$ cat src/rtl/wr_lane_enable.sv
module wr_lane_enable (
  input  logic       clk,
  input  logic       rst_n,
  input  logic       cmd_valid,
  input  logic [8:0] cmd,
  input  logic [2:0] addr_lo,
  input  logic       big_end,
  input  logic       mem_ack,
  output logic [7:0] lane_en,
  output logic       align_err
);
  localparam int LANES = 8;

  logic             busy;
  logic [LANES-1:0] en_q;
  logic             err_q;
  logic [LANES-1:0] be_m;

  wire       is_wr   = cmd_valid && !cmd[8] && (cmd[7:5] == 3'd2) && cmd[4];
  wire       blk     = !cmd[3];
  wire [3:0] nbytes  = {1'b0, cmd[2:0]} + 4'd1;
  wire [3:0] dw_end  = {1'b0, addr_lo} + nbytes;
  wire [3:0] wd_end  = {2'b0, addr_lo[1:0]} + nbytes;
  wire       bad     = !blk && ((dw_end > 4'd8) || ((nbytes <= 4'd4) && (wd_end > 4'd4)));
  wire [8:0] ones    = (9'd1 << nbytes) - 9'd1;
  wire [LANES-1:0] le_m = ones[LANES-1:0] << addr_lo;

  always_comb
    for (int i = 0; i < LANES; i++) be_m[i] = le_m[LANES-1-i];

  wire [LANES-1:0] nxt = blk ? '1 : (bad ? '0 : (big_end ? be_m : le_m));

  always_ff @(posedge clk) begin
    if (!rst_n) begin
      busy  <= 1'b0;
      en_q  <= '0;
      err_q <= 1'b0;
    end else if (busy) begin
      if (mem_ack) begin
        busy  <= 1'b0;
        en_q  <= '0;
        err_q <= 1'b0;
      end
    end else if (is_wr) begin
      busy  <= 1'b1;
      en_q  <= nxt;
      err_q <= bad;
    end
  end

  assign lane_en   = en_q;
  assign align_err = err_q;

  a_r1_reset_clear: assert property (@(posedge clk)
    !rst_n |=> (lane_en == 8'h00) && !align_err);

  a_r2_idle_ignore: assert property (@(posedge clk) disable iff (!rst_n)
    !busy && !is_wr |=> (lane_en == 8'h00) && !align_err);

  a_r6_err_no_lanes: assert property (@(posedge clk) disable iff (!rst_n)
    align_err |-> (lane_en == 8'h00));

  a_r6_word_contain: assert property (@(posedge clk) disable iff (!rst_n)
    (lane_en != 8'h00) && ($countones(lane_en) <= 4) |-> (lane_en[7:4] == 4'h0) || (lane_en[3:0] == 4'h0));

  a_r7_hold_stable: assert property (@(posedge clk) disable iff (!rst_n)
    busy && !mem_ack |=> $stable(lane_en) && $stable(align_err));

  a_r8_ack_clears: assert property (@(posedge clk) disable iff (!rst_n)
    busy && mem_ack |=> (lane_en == 8'h00) && !align_err && !busy);
endmodule

$ cat config.mk
export PLATFORM = sky130hd
export DESIGN_NAME = wr_lane_enable
export DESIGN_NICKNAME = d
export VERILOG_FILES = /design/src/rtl/wr_lane_enable.sv
export SDC_FILE = /design/constraint.sdc
export NUM_CORES = 1
export LEC_CHECK = 0
export ABC_AREA = 0
export ABC_CLOCK_PERIOD_IN_PS = 3410
export BUFFER_PORTS_ARGS = -buffer_cell sky130_fd_sc_hd__buf_2
export CAP_MARGIN = 20
export CORE_MARGIN = 8
export CORE_UTILIZATION = 58
export CTS_CLUSTER_DIAMETER = 80
export DETAILED_ROUTE_END_ITERATION = 7
export GPL_ROUTABILITY_DRIVEN = 0
export GPL_TIMING_DRIVEN = 0
export PLACE_DENSITY = 0.81
export SLEW_MARGIN = 25
export SYNTH_ARGS = -nofsm -noshare
export SYNTH_HDL_FRONTEND = slang
export SYNTH_SLANG_ARGS = --single-unit
export TNS_END_PERCENT = 1
$ cat constraint.sdc
create_clock -name clk -period 3.41 [get_ports clk]
set_input_delay 0.1705 -clock clk [delete_from_list [all_inputs] [get_ports clk]]
set_output_delay 0.1705 -clock clk [all_outputs]
set_load 0.02 [all_outputs]
==> out/qor_table.md <==
| Item | Reported |
|:---|:---|
| Pin slew with the least headroom to its limit | 0.824 ns |
| Post-CTS setup buffer count | 0 |
| Placed wire-length estimate after detailed placement | 3530 um |
| Number of global-route vias before repair | 1817 |
| Cell-by-cell listing of the critical path | buf_2 -> ha_1 -> nor2_1 -> a21o_1 -> buf_6 -> nand2_1 -> ha_1 -> buf_2 -> and2_1 -> o21a_1 -> o211a_1 -> a211oi_1 -> o2111ai_1 -> o22ai_1 |
| Portion of synthesized cell area occupied by the leading cell type | 11.8% |
| Area of the die | 4920 um^2 |
| CP max FO | 10 |
| Final-stage net count | 281 |
| Max-capacitance violation count | 0 |
| Slowest cell delay on critical path | 0.43 ns |
| Count of pins over their slew limit | 0 |
| Post-route ant nets | 0 |
| Number of core rows | 19 |
| Post-cts repair resize count | 0 |
| Gr usage total | 18.9% |
| Nature of the critical path endpoint | flop |
| Layout cell share with drive strength beyond 1 | 21.7% |
| Clock Skew | 0.00644 ns |
| Async set-reset flop share out of synthesis | 0% |
| Worst Setup Path Type | input port to flop |
| Total routed wirelength | 4690 um |
| Peak Freq | 329 MHz |
| Clock Root Buffer | clkbuf_4 |
| Register clock-pin slew on the reported worst setup and hold paths | 0.07 ns |
| Count of distinct cell types in the synthesized netlist | 69 |
| Net count of the mapped netlist | 253 |
| Register-to-Register Path Depth | 6 |
| Highest-delay cell along the critical path | a211oi_1 |
| Filler instances | 263 |
| Total of warnings raised by yosys | 0 |
| Startpoint of the worst hold path | mem_ack |
| Finished Core Util | 68.0% |
| Largest net degree at the start of global routing | 11 |
| Maximum clock path buffer count | 2 |
| PortBufs | 23 |
| Horizontal die dimension | 70.1 um |
| Register bit count reported by yosys | 10 |
| Final Critical Period | 3.04 ns |
| Type of origin of the critical path | input port |
| Cell with the most instances after synthesis | nand2_1 |
| Mapped Cells | 226 |
| Initial antenna violation count | 0 |
| Total power after layout | 445 uW |
| Unrepaired setup endpoints after global routing | false |
| Worst-case setup margin in the final layout | 0.370 ns |
| Remaining DRCs | 0 |
| Cell type with the highest aggregate area in the netlist | dfxtp_1 |
| Count of vias placed by the detailed router | 1912 |
| Data arrival time of the worst path | 3.24 ns |
| Core area | 2780 um^2 |
| Area taken by multi-input logic gates | 1360 um^2 |
| Leak Pwr | 0.000826 uW |
| Clock tree from TritonCTS | built |
| Number of synthesized flops with an enable pin | 0 |
| Total standard cell area after synthesis | 1700 um^2 |
| Setup slack of the worst register-to-register path | 1.62 ns |
| Area grow syn2layout | 11.2% |
| Total gr overflow | 0 |
| Terminating pin of the worst hold path | busy$_SDFF_PN0_ |
| N_diodes | 0 |
| Sequential standard cell area | 200 um^2 |
| Tcrit/Tclk final | 89.1% |
| Worst reg2reg path startpoint | busy$_SDFF_PN0_ |
| Vias per cell | 6.73 |
| Io pins | 26 |
| Hold path cells | 3 |
| Mean Syn Cell Area | 7.52 um^2 |
| Sequential cell area fraction in the yosys report | 11.8% |
| Most used flip-flop cell after synthesis | dfxtp_1 |
| Final setup violation count | 0 |
| Worst R2R End | lane_en[2]$_SDFFE_PN0P_ |
| Violation count after the first detailed-routing iteration | 157 |
| Critical Path RT | 3.61 ns |
| Rel. slew slack | 45.0% |
| Cell area power density | 236 nW/um^2 |
| Drt first pass iters | 6 |
| Cell types with the highest counts after synthesis | nand2_1, nor2_1, nand3_1 |
| Number of H-tree branching levels | 1 |
| Clock net sink count | 10 |
| Final-report hold violation count | 0 |
| Clock insertion delay at the later pin of the skew report | 0.28 ns |
| CTS buffer count | 3 |
| Peak supply drop | 294 uV |
| Cells taking the most area after synthesis | dfxtp_1, ha_1, nand2_1, nand3_1, a2111oi_4 |
| Sum of negative setup slack | 0 ns |
| Run status | complete, no violations |
| Vertical die dimension | 70.1 um |
| Hold-fix buffers at CTS | 0 |
| Routed length per instance | 16.5 um |
| Placement Setup Slack | 0.169 ns |
| Effective utilization at floorplan | 61.1% |
| Wire length of the first global-routing pass | 8190 um |
| Worst hold path class | input port to flop |
-- worst max-delay path, delay by kind of cell --
kind	cells	cell delay, ns
AO/OA/AOI/OAI	6	1.38
AND/OR/NAND/NOR	3	0.64
buffers and inverters	3	0.52
adder cells (fa/ha/maj)	2	0.52
-- final cells by class --
type                       count  share of cell area (%)
timing repair buffer          23                    6.09
clock buffer                   4                    1.92
buffer                        19                    5.63
tap                           31                    2.05
sequential                    10                    10.6
multi-input combinational    187                    71.7
inverter                      10                    1.99
-- cells by family (layout without fill, tap and decap cells) --
kind of cell	Yosys count	count (layout)	share of synthesized area, %
simple gates	83	83	27.9
buf+inv	29	56	8.46
compound gates	90	90	41.5
fa+ha+maj	10	10	7.80
flops	10	10	11.8
xor+xnor	3	3	1.99
mux	1	1	0.589
-- worst max path at each step --
stage | to | start
final | lane_en[7]$_SDFFE_PN0P_ | cmd[0]
after global routing | lane_en[7]$_SDFFE_PN0P_ | cmd[0]
after CTS | lane_en[7]$_SDFFE_PN0P_ | cmd[0]
after detailed placement | lane_en[7]$_SDFFE_PN0P_ | cmd[0]
after global placement | lane_en[7]$_SDFFE_PN0P_ | cmd[0]
after floorplan | lane_en[7]$_SDFFE_PN0P_ | cmd[0]
-- routing by layer --
layer | track usage, % | up-vias | share of wire, %
met1 | 24.2 | 906 | 46
met3 | 4.38 | 2 | 7.7
met2 | 31.4 | 77 | 46
li1 | - | 927 | -
met5 | 0 | - | 0
met4 | 3.79 | 0 | 0.38
-- cell usage in the layout (no fill, tap or decap), types with 3 or more instances in the layout --
| cell | n |
|---|---|
| nand2_1 | 18 |
| buf_2 | 33 |
| a32oi_1 | 3 |
| clkbuf_4 | 3 |
| nor2_1 | 14 |
| clkbuf_1 | 5 |
| nand3_1 | 11 |
| or4b_1 | 3 |
| a31oi_1 | 6 |
| o32ai_1 | 3 |
| dfxtp_1 | 10 |
| nor2b_1 | 5 |
| o31ai_1 | 3 |
| a21oi_1 | 10 |
| inv_1 | 8 |
| a21o_1 | 6 |
| and3_1 | 4 |
| o211ai_1 | 3 |
| nand2b_1 | 5 |
| o22ai_1 | 4 |
| and2_1 | 5 |
| o21ai_1 | 6 |
| o21ai_0 | 9 |
| ha_1 | 9 |
-- where the power goes --
group | total, uW | internal [uW] | switching, uW
Clock | 111 | 65.0 | 45.8
Combinational | 216 | 86.1 | 130
Sequential | 118 | 118 | 0.620
Total | 445 | 269 | 176
-- flip-flops by register name, summed over array words and instances (netlist names) --
signal	cells
lane_en	8
align_err	1
busy	1
-- stage by stage --
stage,hold slack [ns],instances,area [um^2]
after floorplan,0.358,226,1700
after global placement,0.482,280,1850
after detailed placement,0.482,280,1850
after CTS,0.201,284,1890
after global routing,0.212,284,1890
final,0.201,284,1890
No activity file was read; power rests on OpenSTA's default activity.
